===== src/rtl/nmi_entry_pkg.sv =====
package nmi_entry_pkg;

    localparam int WORD_W = 32;
    typedef logic [WORD_W-1:0] word_t;

    localparam word_t ENTRY_VECTOR = 32'hBFC0_0000;

    // Status-word bit positions rewritten on entry
    localparam int ERR_LVL_BIT  = 2;
    localparam int NMI_FLAG_BIT = 19;
    localparam int SOFT_RST_BIT = 20;
    localparam int TLB_SHUT_BIT = 21;
    localparam int BOOT_VEC_BIT = 22;

    localparam word_t FORCE_ONE  = (word_t'(1) << BOOT_VEC_BIT)
                                 | (word_t'(1) << NMI_FLAG_BIT)
                                 | (word_t'(1) << ERR_LVL_BIT);
    localparam word_t FORCE_ZERO = (word_t'(1) << TLB_SHUT_BIT)
                                 | (word_t'(1) << SOFT_RST_BIT);

    typedef struct packed {
        logic  in_slot;
        word_t branch_pc;
        word_t restart_pc;
    } resume_ctx_t;

    typedef struct packed {
        word_t status;
        word_t err_pc;
        word_t fetch_pc;
    } entry_state_t;

    function automatic word_t resume_target(resume_ctx_t c);
        return c.in_slot ? c.branch_pc : c.restart_pc;
    endfunction

endpackage


===== src/rtl/nmi_req_latch.sv =====
module nmi_req_latch (
    input  logic clk,
    input  logic rst,
    input  logic req,
    input  logic boundary,
    output logic take
);
    logic req_d;
    logic pending;
    logic rise;

    assign rise = req & ~req_d;
    assign take = boundary & (pending | rise);

    always_ff @(posedge clk) begin
        if (rst) begin
            req_d   <= 1'b0;
            pending <= 1'b0;
        end else begin
            req_d <= req;
            if (take)
                pending <= 1'b0;
            else if (rise)
                pending <= 1'b1;
        end
    end


    pending_consumed_chk: assert property (@(posedge clk) disable iff (rst)
        take |=> !pending);


    take_needs_boundary_chk: assert property (@(posedge clk) disable iff (rst)
        !boundary |-> !take);

endmodule


===== src/rtl/nmi_status_fix.sv =====
module nmi_status_fix
    import nmi_entry_pkg::*;
(
    input  word_t status_in,
    output word_t status_nmi
);
    for (genvar i = 0; i < WORD_W; i++) begin : g_bit
        if (FORCE_ONE[i]) begin : g_one
            assign status_nmi[i] = 1'b1;
        end else if (FORCE_ZERO[i]) begin : g_zero
            assign status_nmi[i] = 1'b0;
        end else begin : g_keep
            assign status_nmi[i] = status_in[i];
        end
    end
endmodule


===== src/rtl/nmi_resume_sel.sv =====
module nmi_resume_sel
    import nmi_entry_pkg::*;
(
    input  resume_ctx_t ctx,
    output word_t       resume_pc
);
    assign resume_pc = resume_target(ctx);
endmodule


===== src/rtl/nmi_entry_unit.sv =====
module nmi_entry_unit
    import nmi_entry_pkg::*;
#(
    parameter logic [31:0] VECTOR = ENTRY_VECTOR
) (
    input  logic        clk,
    input  logic        rst,
    input  logic        nmi_req,
    input  logic        boundary,
    input  logic [31:0] restart_pc,
    input  logic        in_delay_slot,
    input  logic [31:0] branch_pc,
    input  logic [31:0] status_in,
    output logic [31:0] status_out,
    output logic [31:0] error_pc,
    output logic [31:0] fetch_pc,
    output logic        redirect
);
    logic         take;
    word_t        status_nmi;
    word_t        resume_pc;
    resume_ctx_t  ctx;
    entry_state_t st_q;
    entry_state_t st_d;
    logic         redirect_q;

    assign ctx = '{in_slot: in_delay_slot, branch_pc: branch_pc, restart_pc: restart_pc};

    nmi_req_latch u_latch (
        .clk      (clk),
        .rst      (rst),
        .req      (nmi_req),
        .boundary (boundary),
        .take     (take)
    );

    nmi_status_fix u_fix (
        .status_in  (status_in),
        .status_nmi (status_nmi)
    );

    nmi_resume_sel u_sel (
        .ctx       (ctx),
        .resume_pc (resume_pc)
    );

    always_comb begin
        st_d        = st_q;
        st_d.status = status_in;
        if (take) begin
            st_d.status   = status_nmi;
            st_d.err_pc   = resume_pc;
            st_d.fetch_pc = VECTOR;
        end
    end

    always_ff @(posedge clk) begin
        if (rst) begin
            st_q       <= '0;
            redirect_q <= 1'b0;
        end else begin
            st_q       <= st_d;
            redirect_q <= take;
        end
    end

    assign status_out = st_q.status;
    assign error_pc   = st_q.err_pc;
    assign fetch_pc   = st_q.fetch_pc;
    assign redirect   = redirect_q;


    redirect_after_boundary_chk: assert property (@(posedge clk) disable iff (rst)
        redirect |-> $past(boundary));


    status_bits_chk: assert property (@(posedge clk) disable iff (rst)
        redirect |-> (status_out[BOOT_VEC_BIT] && !status_out[TLB_SHUT_BIT]
                      && !status_out[SOFT_RST_BIT] && status_out[NMI_FLAG_BIT]
                      && status_out[ERR_LVL_BIT]));


    resume_pick_chk: assert property (@(posedge clk) disable iff (rst)
        redirect |-> (error_pc == ($past(in_delay_slot) ? $past(branch_pc) : $past(restart_pc))));


    vector_load_chk: assert property (@(posedge clk) disable iff (rst)
        redirect |-> (fetch_pc == VECTOR));


    idle_passthru_chk: assert property (@(posedge clk) disable iff (rst)
        (!redirect && !$past(rst)) |-> (status_out == $past(status_in)
                                        && $stable(error_pc) && $stable(fetch_pc)));

endmodule


===== config.mk =====
export PLATFORM = sky130hd
export DESIGN_NAME = nmi_entry_unit
export DESIGN_NICKNAME = d
export VERILOG_FILES = /design/src/rtl/nmi_entry_pkg.sv /design/src/rtl/nmi_req_latch.sv /design/src/rtl/nmi_status_fix.sv /design/src/rtl/nmi_resume_sel.sv /design/src/rtl/nmi_entry_unit.sv
export SDC_FILE = /design/constraint.sdc
export NUM_CORES = 1
export LEC_CHECK = 0
export ABC_AREA = 1
export ABC_CLOCK_PERIOD_IN_PS = 1000
export BUFFER_PORTS_ARGS = -buffer_cell sky130_fd_sc_hd__buf_2
export CORE_ASPECT_RATIO = 0.5
export CORE_MARGIN = 4
export CORE_UTILIZATION = 25
export DETAILED_ROUTE_END_ITERATION = 12
export PLACE_DENSITY_LB_ADDON = 0.3
export RECOVER_POWER = 25
export SYNTH_ARGS = -nofsm -noshare
export SYNTH_HDL_FRONTEND = slang
export SYNTH_SLANG_ARGS = --single-unit
export TNS_END_PERCENT = 20

===== constraint.sdc =====
create_clock -name clk -period 1 [get_ports clk]
set_input_delay 0.1 -clock clk [delete_from_list [all_inputs] [get_ports clk]]
set_output_delay 0.1 -clock clk [all_outputs]
set_load 0.01 [all_outputs]

==> results.ini, run 1 <==
[yosys]
yosys.area.top_type_share_pct=45.95
syn_avg_cell_area_um2=7.407
synth_edf_count=0
synth_compound_area_share_pct=0.6757
synthMuxAreaShare_pct=0
async_reset_ff_share_pct=0
synth_top_family_by_area=simple AND/OR/NAND/NOR gates
synth-simple-area-share_pct=35.60
synth_area_um2=2963
yosys-top-cells-area=dfxtp_1 46%, nand2_1 17%, buf_4 8.6%
synthAdderAreaFrac_pct=0
synth_commonest_cells=133 x nand2_1, 68 x dfxtp_1, 34 x buf_4, 33 x inv_1, 32 x nand4_1
synthXorXnorAreaFrac_pct=0
syn_inst=400
synth-seq-cells=68
synthDistinctLibCells=16
synthFlopType=dfxtp_1
synth_warnings=0
seq_area_frac_synth_pct=45.95
yosysTopAreaCell=dfxtp_1
synth.most_common_cell=nand2_1

[critical_path]
r2r.worst_path.cells=7
r2r_setup_slack_ns=0.009
crit_buf_inv=2
setup.worst_path.end_class=flip-flop
start_kind=flip-flop
critPathSlowestCell=dfxtp_1
r2r-start=u_latch.req_d$_SDFF_PP0_
cpMostUsedCell=nand2_4
slowest_delay_ns=0.30
critPathKind=reg -> reg
crit_required_ns=1.22
crit_arrival_ns=1.21
r2r-end=error_pc[11]$_SDFFE_PP0P_
crit_chain=inv_1 > nand2_2 > nand2_4 > nand2_4 > clkbuf_16 > nand3_1 > nand2_1
crit_fanout=13
crit_family=simple AND/OR/NAND/NOR gates

[pwr]
switching_share_pct=24.32
vdd.ir_drop.worst_v=0.0009692
p_int_w=0.005548
p_sw_w=0.001783
power_frac_comb_pct=16.4
leakage_nw=2.616
p_clk_share_pct=43.5
seqPwrFrac_pct=40.1
powerDensity_nw_per_um2=1609

[sta]
skew_ns=0.003309
finalHoldViolations=0
final_max_slew_viol_count=0
fin_crit_sh_pct=99.12
worst_slack_ns=0.008833
tns_ns=0
rsz0062_at_grt=yes
fmax_mhz=1009
setup_viol=0
min_period_ns=0.9912

[floorplan]
boundaryPins=198
start_util_pct=26.26
dieArea_um2=13760
core-area_um2=11280
die_y_um=84.98
die_x_um=162.0
rows=27

[routing]
wirelength_um=9375
viasPerCell=4.059
vias=3089
antenna_left=0
wl_per_cell_um=12.32
drc_errors=0
drt_iter0_drc=165
dr.pass1.iters=4

[global_route]
antenna_found_initial=0
grt_pass1_vias=2972
grt_max_degree=47
grtUsageTotal_pct=13.07
grt-ovfl-total=0
grt_pass1_wl_um=14420

[cts]
numCtsBuffers=9
cts_max_level=3
cts_tree=done
clk_latency_ns=0.33
clk_pin_slew_ns=0.05
cts.sinks=68
cts_root_buf=clkbuf_16
cts_buffer_depth=2

[finish]
fill_cells=1181
nets=698
syn2layout_area_growth_pct=53.76
final_area_um2=4556
post-route-util_pct=40.37
drive_above_1_share_pct=36.94

[placed_design]
dpl.hpwl_um=6759
dpl_cell_area_um2=3881
dpl_worst_slack_ns=0.01343
io_buffers=174
place_congestion=0.7156

[status]
status=finished clean

[hold_path]
min_to=status_out[2]$_SDFF_PP0_
hold-path-cell-count=3
min_from=status_in[2]
hold_path_class=in -> reg

[run]
drv_cap=0

==> cell type report <==
cell class	count	area, um2	area share [%]
Timing Repair Buffer	224	1385	30.40
Sequential cell	68	1365	29.96
Multi-Input combinational cell	259	1169	25.65
Clock buffer	14	274.0	6.015
Tap cell	159	198.9	4.367
Inverter	35	131.4	2.884
Clock inverter	1	30.03	0.6592
Antenna cell	1	2.502	0.05493
==> what timing repair did <==
action,CTS,global route
hold buffers,32,0
gates resized for setup,2,4
endpoints found under the setup margin,11,48
cloned,0,1
setup buffers,0,1
hold endpoints to repair,32,0
pin swaps,0,7
==> power groups by stage <==
stage	logic (W)	registers (W)	clock network, W
2_1_floorplan	0.000592	0.00307	0
3_3_place_gp	0.00108	0.00299	0
3_5_place_dp	0.00108	0.00299	0
4_1_cts	0.00119	0.00294	0.00331
5_1_grt	0.00133	0.00296	0.00343
6_report	0.00120	0.00294	0.00319
==> flip-flops by register name, indices dropped and copies added, names as in the netlist <==
register and count:
error_pc 32, status_out 32, fetch_pc 1, redirect 1, u_latch.pending 1, u_latch.req_d 1
==> layer usage <==
| metal | track usage [%] | part of all wire, % |
|---|---|---|
| met5 | 0 | 0 |
| met3 | 4.124 | 5.3 |
| met1 | 13.37 | 38 |
| met4 | 4.605 | 1.5 |
| met2 | 25.28 | 56 |
==> metrics by stage <==
| step | std cells | total power [W] | hold slack [ns] |
|---|---|---|---|
| finish | 761 | 0.007331 | 0.01973 |
| global route | 760 | 0.007724 | 0.01863 |
| CTS | 758 | 0.007433 | 0.003259 |
| detailed placement | 711 | 0.004076 | 0.3065 |
| global placement | 711 | 0.004066 | 0.2978 |
| floorplan | 422 | 0.003667 | 0.2070 |
==> cell families (layout without fill, tap and decap cells) <==
family,Yosys count,after routing
flops,68,68
compound gates,4,4
buf+inv,95,274
simple gates,232,232
other cells,1,24
==> worst min-delay path, delay by kind of cell <==
family	cells	cell delay, ns
and+or+nand+nor	1	0.05
AOI/OAI and AO/OA	1	0.07
buffers and inverters	1	0.08
==> placed cells by master (no fill, tap or decap) <==
cell type / netlist / layout
nor2_1: 31 / 31
nand2_2: 2 / 2
buf_4: 34 / 13
buf_6: 2 / 1
bufinv_16: 0 / 1
nand2_1: 133 / 132
diode_2: 0 / 1
conb_1: 1 / 23
dlygate4sd3_1: 0 / 32
o21ai_0: 4 / 3
dfxtp_4: 0 / 1
dfxtp_1: 68 / 67
nand3_2: 10 / 10
o21ai_1: 0 / 1
inv_1: 33 / 33
clkbuf_16: 0 / 10
clkbuf_8: 0 / 3
buf_12: 0 / 3
clkbuf_1: 5 / 2
nand2_4: 1 / 2
buf_2: 19 / 174
inv_2: 2 / 2
nand4_1: 32 / 32
nand3_1: 23 / 23
==> worst max-delay path by stage <==
stage,startpoint,endpoint,slack [ns],cells after the start
6_report,u_latch.req_d$_SDFF_PP0_,error_pc[11]$_SDFFE_PP0P_,0.009,7
5_1_grt,u_latch.req_d$_SDFF_PP0_,error_pc[31]$_SDFFE_PP0P_,-0.03,7
4_1_cts,u_latch.req_d$_SDFF_PP0_,status_out[2]$_SDFF_PP0_,0.003,6
3_5_place_dp,u_latch.req_d$_SDFF_PP0_,status_out[2]$_SDFF_PP0_,0.01,6
3_3_place_gp,u_latch.req_d$_SDFF_PP0_,status_out[20]$_SDFF_PP0_,0.04,7
2_1_floorplan,u_latch.req_d$_SDFF_PP0_,error_pc[16]$_SDFFE_PP0P_,0.02,8
(Power assumes the default switching activity.)
==> run 2, diff against run 1 <==
CORE_MARGIN = not set   (was 4)
==> run 2 against run 1 <==
Against the previous run:
- the flow now finishes with violations (negative setup slack)
- sequential power hardly changed
- combinational power rose by 8%
- via count grew 0.45%
- sequential share of layout area shrank 1.2 points
- utilization is 1.9 points higher
- fmax decreased by 3.0%
- cell area increased by 4.3%
- register-to-register slack worse by 0.03 ns
- clock skew up 0.0024 ns
- clock power is 10% higher
- worst hold slack improved by 0.076 ns
- count of clock-buffer cells in the layout shrank 2
- critical path type unchanged
- highest routed layer unchanged
==> results.ini, run 2 (same netlist as run 1, synthesis figures left out) <==
[status]
status=finished with violations
violations=negative setup slack

[cts]
cts.sinks=68  ; unchanged
clk_latency_ns=0.32  ; about the same
clk_pin_slew_ns=0.06  ; about the same
cts_tree=done
cts_root_buf=clkbuf_16
cts_buffer_depth=2  ; unchanged
cts_max_level=3  ; unchanged
postCtsSetupBuffers=0  ; unchanged
numCtsBuffers=9  ; unchanged

[critical_path]
slowest_delay_ns=0.31  ; about the same
critPathKind=reg -> reg
setup.worst_path.end_class=flip-flop
crit_family=simple AND/OR/NAND/NOR gates
start_kind=flip-flop
crit_required_ns=1.22  ; about the same
crit_chain=inv_2 > nand2_2 > nand2_4 > nand2_8 > clkbuf_16 > nand3_1 > nand2_1
crit_buf_inv=2  ; unchanged
critPathSlowestCell=dfxtp_2
crit_arrival_ns=1.24  ; +0.03 ns
crit_fanout=7  ; -6

[sta]
fin_crit_sh_pct=102.2  ; +3.1 points
final_max_slew_viol_count=0  ; unchanged
worst_slack_ns=-0.02220  ; -0.03103 ns
rsz0062_at_grt=yes
min_period_ns=1.022  ; +0.03103 ns
skew_ns=0.005690  ; +0.002381 ns
fmax_mhz=978.3  ; -3.0%
setup_viol=14  ; +14
tns_ns=-0.1471  ; -0.1471 ns
finalHoldViolations=0  ; unchanged

[floorplan]
boundaryPins=198  ; unchanged
rows=27  ; unchanged
dieArea_um2=12320  ; -11%
die_y_um=78.98  ; -7.1%
die_x_um=156.0  ; -3.7%
start_util_pct=26.34  ; +0.079 points
core-area_um2=11250  ; -0.30%

[hold_path]
hold_path_class=in -> reg

[routing]
vias=3103  ; +0.45%
drt_iter0_drc=125  ; -24%
wl_per_cell_um=12.25  ; -0.58%
viasPerCell=4.067  ; +0.19%
drc_errors=0  ; unchanged
wirelength_um=9345  ; -0.32%
antenna_left=0  ; unchanged
dr.pass1.iters=4  ; unchanged

[pwr]
p_clk_share_pct=45.4  ; +1.9 points
total_power_w=0.007751  ; +5.7%
seqPwrFrac_pct=38.0  ; -2.1 points
power_frac_comb_pct=16.6  ; +0.2 points
p_int_w=0.005849  ; +5.4%
vdd.ir_drop.worst_v=0.001074  ; +11%
leakage_nw=2.674  ; +2.2%
p_sw_w=0.001902  ; +6.7%
switching_share_pct=24.54  ; +0.22 points
powerDensity_nw_per_um2=1631  ; +1.3%

[global_route]
grt_max_degree=34  ; -28%
grt_pass1_wl_um=13790  ; -4.4%
grt-ovfl-total=0  ; unchanged
grt_pass1_vias=2841  ; -4.4%
grtUsageTotal_pct=14.50  ; +1.4 points
antenna_found_initial=0  ; unchanged

[finish]
final_common_cell=buf_2
drive_above_1_share_pct=40.40  ; +3.5 points
mostFrequentLayoutCells=174 x buf_2, 132 x nand2_1, 66 x dfxtp_1
syn2layout_area_growth_pct=60.43
nets=701  ; +0.43%
antennaDiodeCount=0  ; -1

[placed_design]
dpl.hpwl_um=6327  ; -6.4%
io_buffers=174  ; unchanged
place_congestion=0.7256  ; +1.4%

[run]
drv_cap=0  ; unchanged

run 2: cell count changes in the layout (fill, tap and decap cells not counted), sizes merged:
| cell | previous run | this run |
|---|---|---|
| dlygate4sd3 | 32 | 33 |
| clkinv | 0 | 1 |
| clkbuf | 15 | 14 |
| buf | 191 | 192 |
| bufinv | 1 | 2 |
| diode | 1 | 0 |
run 2: area by class of cell:
type / instances / area (um2)
clock buffer: 12 / 266.5
multi-input combinational: 259 / 1257
fill: 1164 / 6496
tap: 159 / 198.9
clock inverter: 3 / 68.82
timing repair buffer: 227 / 1464
inverter: 35 / 131.4
sequential: 68 / 1366
run 2: timing repair:
item	in CTS	in global routing
endpoints found under the hold margin	33	0
setup endpoints to repair	9	48
gates cloned	0	4
resized for setup	1	30
pin swaps	0	25
hold buffers	33	0
run 2: worst paths after layout:
| path | from | to | cells after the start | slack, ns |
|---|---|---|---|---|
| max | u_latch.req_d$_SDFF_PP0_ | error_pc[4]$_SDFFE_PP0P_ | 7 | -0.02 |
| min | restart_pc[5] | error_pc[5]$_SDFFE_PP0P_ | 5 | 0.1 |
| max reg2reg | u_latch.req_d$_SDFF_PP0_ | error_pc[4]$_SDFFE_PP0P_ | 7 | -0.02 |
| min reg2reg | error_pc[19]$_SDFFE_PP0P_ | error_pc[19]$_SDFFE_PP0P_ | 2 | 0.45 |
run 2: power by group through the flow:
stage                     registers (W)  logic (W)  clock network [W]
after floorplan                 0.00307   0.000592                  0
after global placement          0.00299    0.00109                  0
after detailed placement        0.00300    0.00109                  0
after CTS                       0.00294    0.00120            0.00360
after global routing            0.00296    0.00142            0.00374
final                           0.00294    0.00129            0.00352
run 2: worst reg2reg max path, cell delays in order (launching register included):
cell,delay [ns]
dfxtp_2,0.31
inv_2,0.04
nand2_2,0.06
nand2_4,0.11
nand2_8,0.10
clkbuf_16,0.18
nand3_1,0.06
nand2_1,0.05
run 2: per-stage QoR:
step / cell area [um2] / std cells / worst slack, ns / hold slack (ns) / utilization [%]
floorplan: 3045 / 422 / 0.01617 / 0.2070 / -
global placement: 3906 / 711 / 0.03926 / 0.2986 / 34.72
detailed placement: 3906 / 711 / 0.02808 / 0.3057 / 34.72
CTS: 4573 / 759 / 0.003888 / 0.09252 / 40.65
global route: 4753 / 763 / -0.07529 / 0.1170 / 42.25
finish: 4753 / 763 / -0.02220 / 0.09606 / 42.25
run 2: per-layer routing:
metal  global-route usage, %  wire, um  part of all wire (%)  vias to the layer above
li1                        -         -                     -                     1597
met1                   16.31      4005                    43                     1419
met2                   26.88      4769                    51                       76
met3                   4.039       430                   4.6                       11
met4                   4.118       140                   1.5                        0
met5                       0         0                     0                        -
==> run 3, diff against run 2 <==
ABC_CLOCK_PERIOD_IN_PS = 900   (was 1000)
clock period = 0.9 ns   (was 1 ns; I/O delays follow)
==> run 3 against run 2 <==
Against the previous run:
- the flow still finishes with violations (negative setup slack)
- fmax grew 2.9%
- first-iteration DRC count shrank 1.6%
- wire length shrank 4.7%
- clock power shrank 1%
- critical path type unchanged
- largest cell class unchanged
- highest routed layer unchanged
==> results.ini, run 3 (same netlist as run 1, synthesis figures left out) <==
[status]
status=finished with violations
violations=negative setup slack

[floorplan]
dieArea_um2=12320  ; unchanged
boundaryPins=198  ; unchanged
rows=27  ; unchanged
core-area_um2=11250  ; unchanged
die_x_um=156.0  ; unchanged
die_y_um=78.98  ; unchanged
start_util_pct=26.34  ; unchanged

[hold_path]
min_from=restart_pc[3]
min_to=error_pc[3]$_SDFFE_PP0P_
hold-path-cell-count=5  ; unchanged
hold_path_class=in -> reg

[pwr]
seqPwrFrac_pct=40.1  ; +2.1 points
vdd.ir_drop.worst_v=0.0009042  ; -16%
p_clk_share_pct=42.3  ; -3.1 points
leakage_nw=2.665  ; -0.36%
p_int_w=0.006168  ; +5.4%
p_sw_w=0.002041  ; +7.3%
powerDensity_nw_per_um2=1718  ; +5.4%
power_frac_comb_pct=17.6  ; +1.0 points
switching_share_pct=24.87  ; +0.33 points

[global_route]
grt-ovfl-total=0  ; unchanged
grtUsageTotal_pct=14.59  ; +0.088 points
grt_pass1_wl_um=13820  ; +0.20%
antenna_found_initial=0  ; unchanged
grt_pass1_vias=2874  ; +1.2%
grt_max_degree=40  ; +18%

[finish]
drive_above_1_share_pct=42.69  ; +2.3 points
final_area_um2=4778  ; +0.53%
syn2layout_area_growth_pct=61.28
nets=700  ; -0.14%
final_common_cell=buf_2
fill_cells=1173  ; +0.77%
mostFrequentLayoutCells=155 x buf_2, 133 x nand2_1, 39 x dfxtp_1
antennaDiodeCount=0  ; unchanged
layout.cells.non_filler=761  ; -0.26%

[placed_design]
io_buffers=174  ; unchanged
place_congestion=0.6880  ; -5.2%
dpl_cell_area_um2=3901  ; -0.13%
dpl.cell_count=712  ; +0.14%
dpl.hpwl_um=6249  ; -1.2%

[critical_path]
setup.worst_path.end_class=flip-flop
critPathKind=reg -> reg
crit_cells=7  ; unchanged
r2r.worst_path.cells=7  ; unchanged
slowest_delay_ns=0.31  ; about the same
crit_required_ns=1.12  ; -0.10 ns
r2r_setup_slack_ns=-0.09  ; -0.07 ns
crit_fanout=7  ; unchanged
crit_buf_inv=2  ; unchanged
critPathSlowestCell=dfxtp_2
crit_chain=inv_2 > nand2_2 > nand2_4 > nand2_8 > clkbuf_16 > nand3_2 > nand2_1
crit_arrival_ns=1.21  ; -0.03 ns
r2r-start=u_latch.req_d$_SDFF_PP0_
r2r-end=error_pc[14]$_SDFFE_PP0P_
start_kind=flip-flop
crit_family=simple AND/OR/NAND/NOR gates

[sta]
fin_crit_sh_pct=110.3  ; +8.1 points
final_max_slew_viol_count=0  ; unchanged
setup_viol=48  ; +34
rsz0062_at_grt=yes
fmax_mhz=1007  ; +2.9%
min_period_ns=0.9930  ; -0.02916 ns
skew_ns=0.004129  ; -0.001561 ns
finalHoldViolations=0  ; unchanged
worst_slack_ns=-0.09304  ; -0.07084 ns

[routing]
wirelength_um=8903  ; -4.7%
viasPerCell=4.114  ; +1.2%
dr.pass1.iters=4  ; unchanged
wl_per_cell_um=11.70  ; -4.5%
vias=3131  ; +0.90%
drc_errors=0  ; unchanged
drt_iter0_drc=123  ; -1.6%
antenna_left=0  ; unchanged

[cts]
cts_max_level=3  ; unchanged
cts_tree=done
numCtsBuffers=9  ; unchanged
clk_pin_slew_ns=0.05  ; about the same
cts.sinks=68  ; unchanged
postCtsSetupBuffers=0  ; unchanged
cts_buffer_depth=2  ; unchanged
clk_latency_ns=0.33  ; about the same
cts_root_buf=clkbuf_16

[run]
drv_cap=0  ; unchanged

[run 3: changes by cell type in the layout (fill, tap and decap cells not counted), moves of 2 or more]
| cell | delta |
|---|---|
| dfxtp_1 | -27 |
| dfxtp_2 | +27 |
| buf_2 | -19 |
| buf_6 | +17 |
| nand3_1 | +11 |
| nand3_2 | -11 |
| buf_4 | +2 |
[run 3: worst register-to-register path, delay by kind of cell (launching register included)]
kind                   cells  cell delay (ns)
DFF                        1             0.31
and+or+nand+nor            5             0.36
buffers and inverters      2             0.21
[run 3: final cells by class]
cell class / instances / area (um2) / area share, %
repair buffers: 226 / 1558 / 32.60
flip-flops and latches: 68 / 1400 / 29.30
multi-input cells: 259 / 1199 / 25.09
clock buffers: 12 / 256.5 / 5.368
well taps: 159 / 198.9 / 4.163
inverters: 35 / 131.4 / 2.749
clock inverters: 2 / 35.03 / 0.7332
[run 3: timing repair]
action,in CTS,in global routing
endpoints found under the setup margin,65,77
pin swaps,7,1
hold endpoints to repair,33,0
cloned,1,1
hold buffers,33,0
resized for setup,22,44
[run 3: per-layer routing]
layer	GRT usage (%)	part of all wire, %	vias to the layer above	routed length (um)
li1	-	-	1593	-
met1	16.35	42	1448	3755
met2	26.34	52	76	4615
met3	4.258	4.4	14	389
met4	5.490	1.6	0	143
met5	0	0	-	0
[run 3: per-stage QoR]
stage                     power, W  hold slack (ns)  TNS, ns  utilization (%)  worst slack [ns]
after floorplan           0.004077           0.1970  -0.8088                -          -0.08106
after global placement    0.004522           0.2877   -1.140            34.68          -0.03862
after detailed placement  0.004538           0.2952   -2.089            34.68          -0.06550
after CTS                 0.008218          0.08373   -2.940            40.89          -0.08102
after global routing      0.008628          0.09363   -6.007            42.48           -0.1568
final                     0.008209          0.08782   -2.585            42.48          -0.09304
[run 3: power groups by stage]
stage / sequential, W / combinational [W] / clock, W
after detailed placement: 0.00333 / 0.00121 / 0
after global placement: 0.00332 / 0.00120 / 0
after global routing: 0.00331 / 0.00158 / 0.00373
after CTS: 0.00327 / 0.00138 / 0.00357
final: 0.00329 / 0.00145 / 0.00347
after floorplan: 0.00342 / 0.000661 / 0
[run 3: worst max path at each step]
stage	endpoint	from
global route	error_pc[27]$_SDFFE_PP0P_	u_latch.req_d$_SDFF_PP0_
finish	error_pc[14]$_SDFFE_PP0P_	u_latch.req_d$_SDFF_PP0_
global placement	error_pc[24]$_SDFFE_PP0P_	u_latch.req_d$_SDFF_PP0_
floorplan	error_pc[16]$_SDFFE_PP0P_	u_latch.req_d$_SDFF_PP0_
detailed placement	error_pc[12]$_SDFFE_PP0P_	u_latch.req_d$_SDFF_PP0_
CTS	error_pc[14]$_SDFFE_PP0P_	u_latch.req_d$_SDFF_PP0_
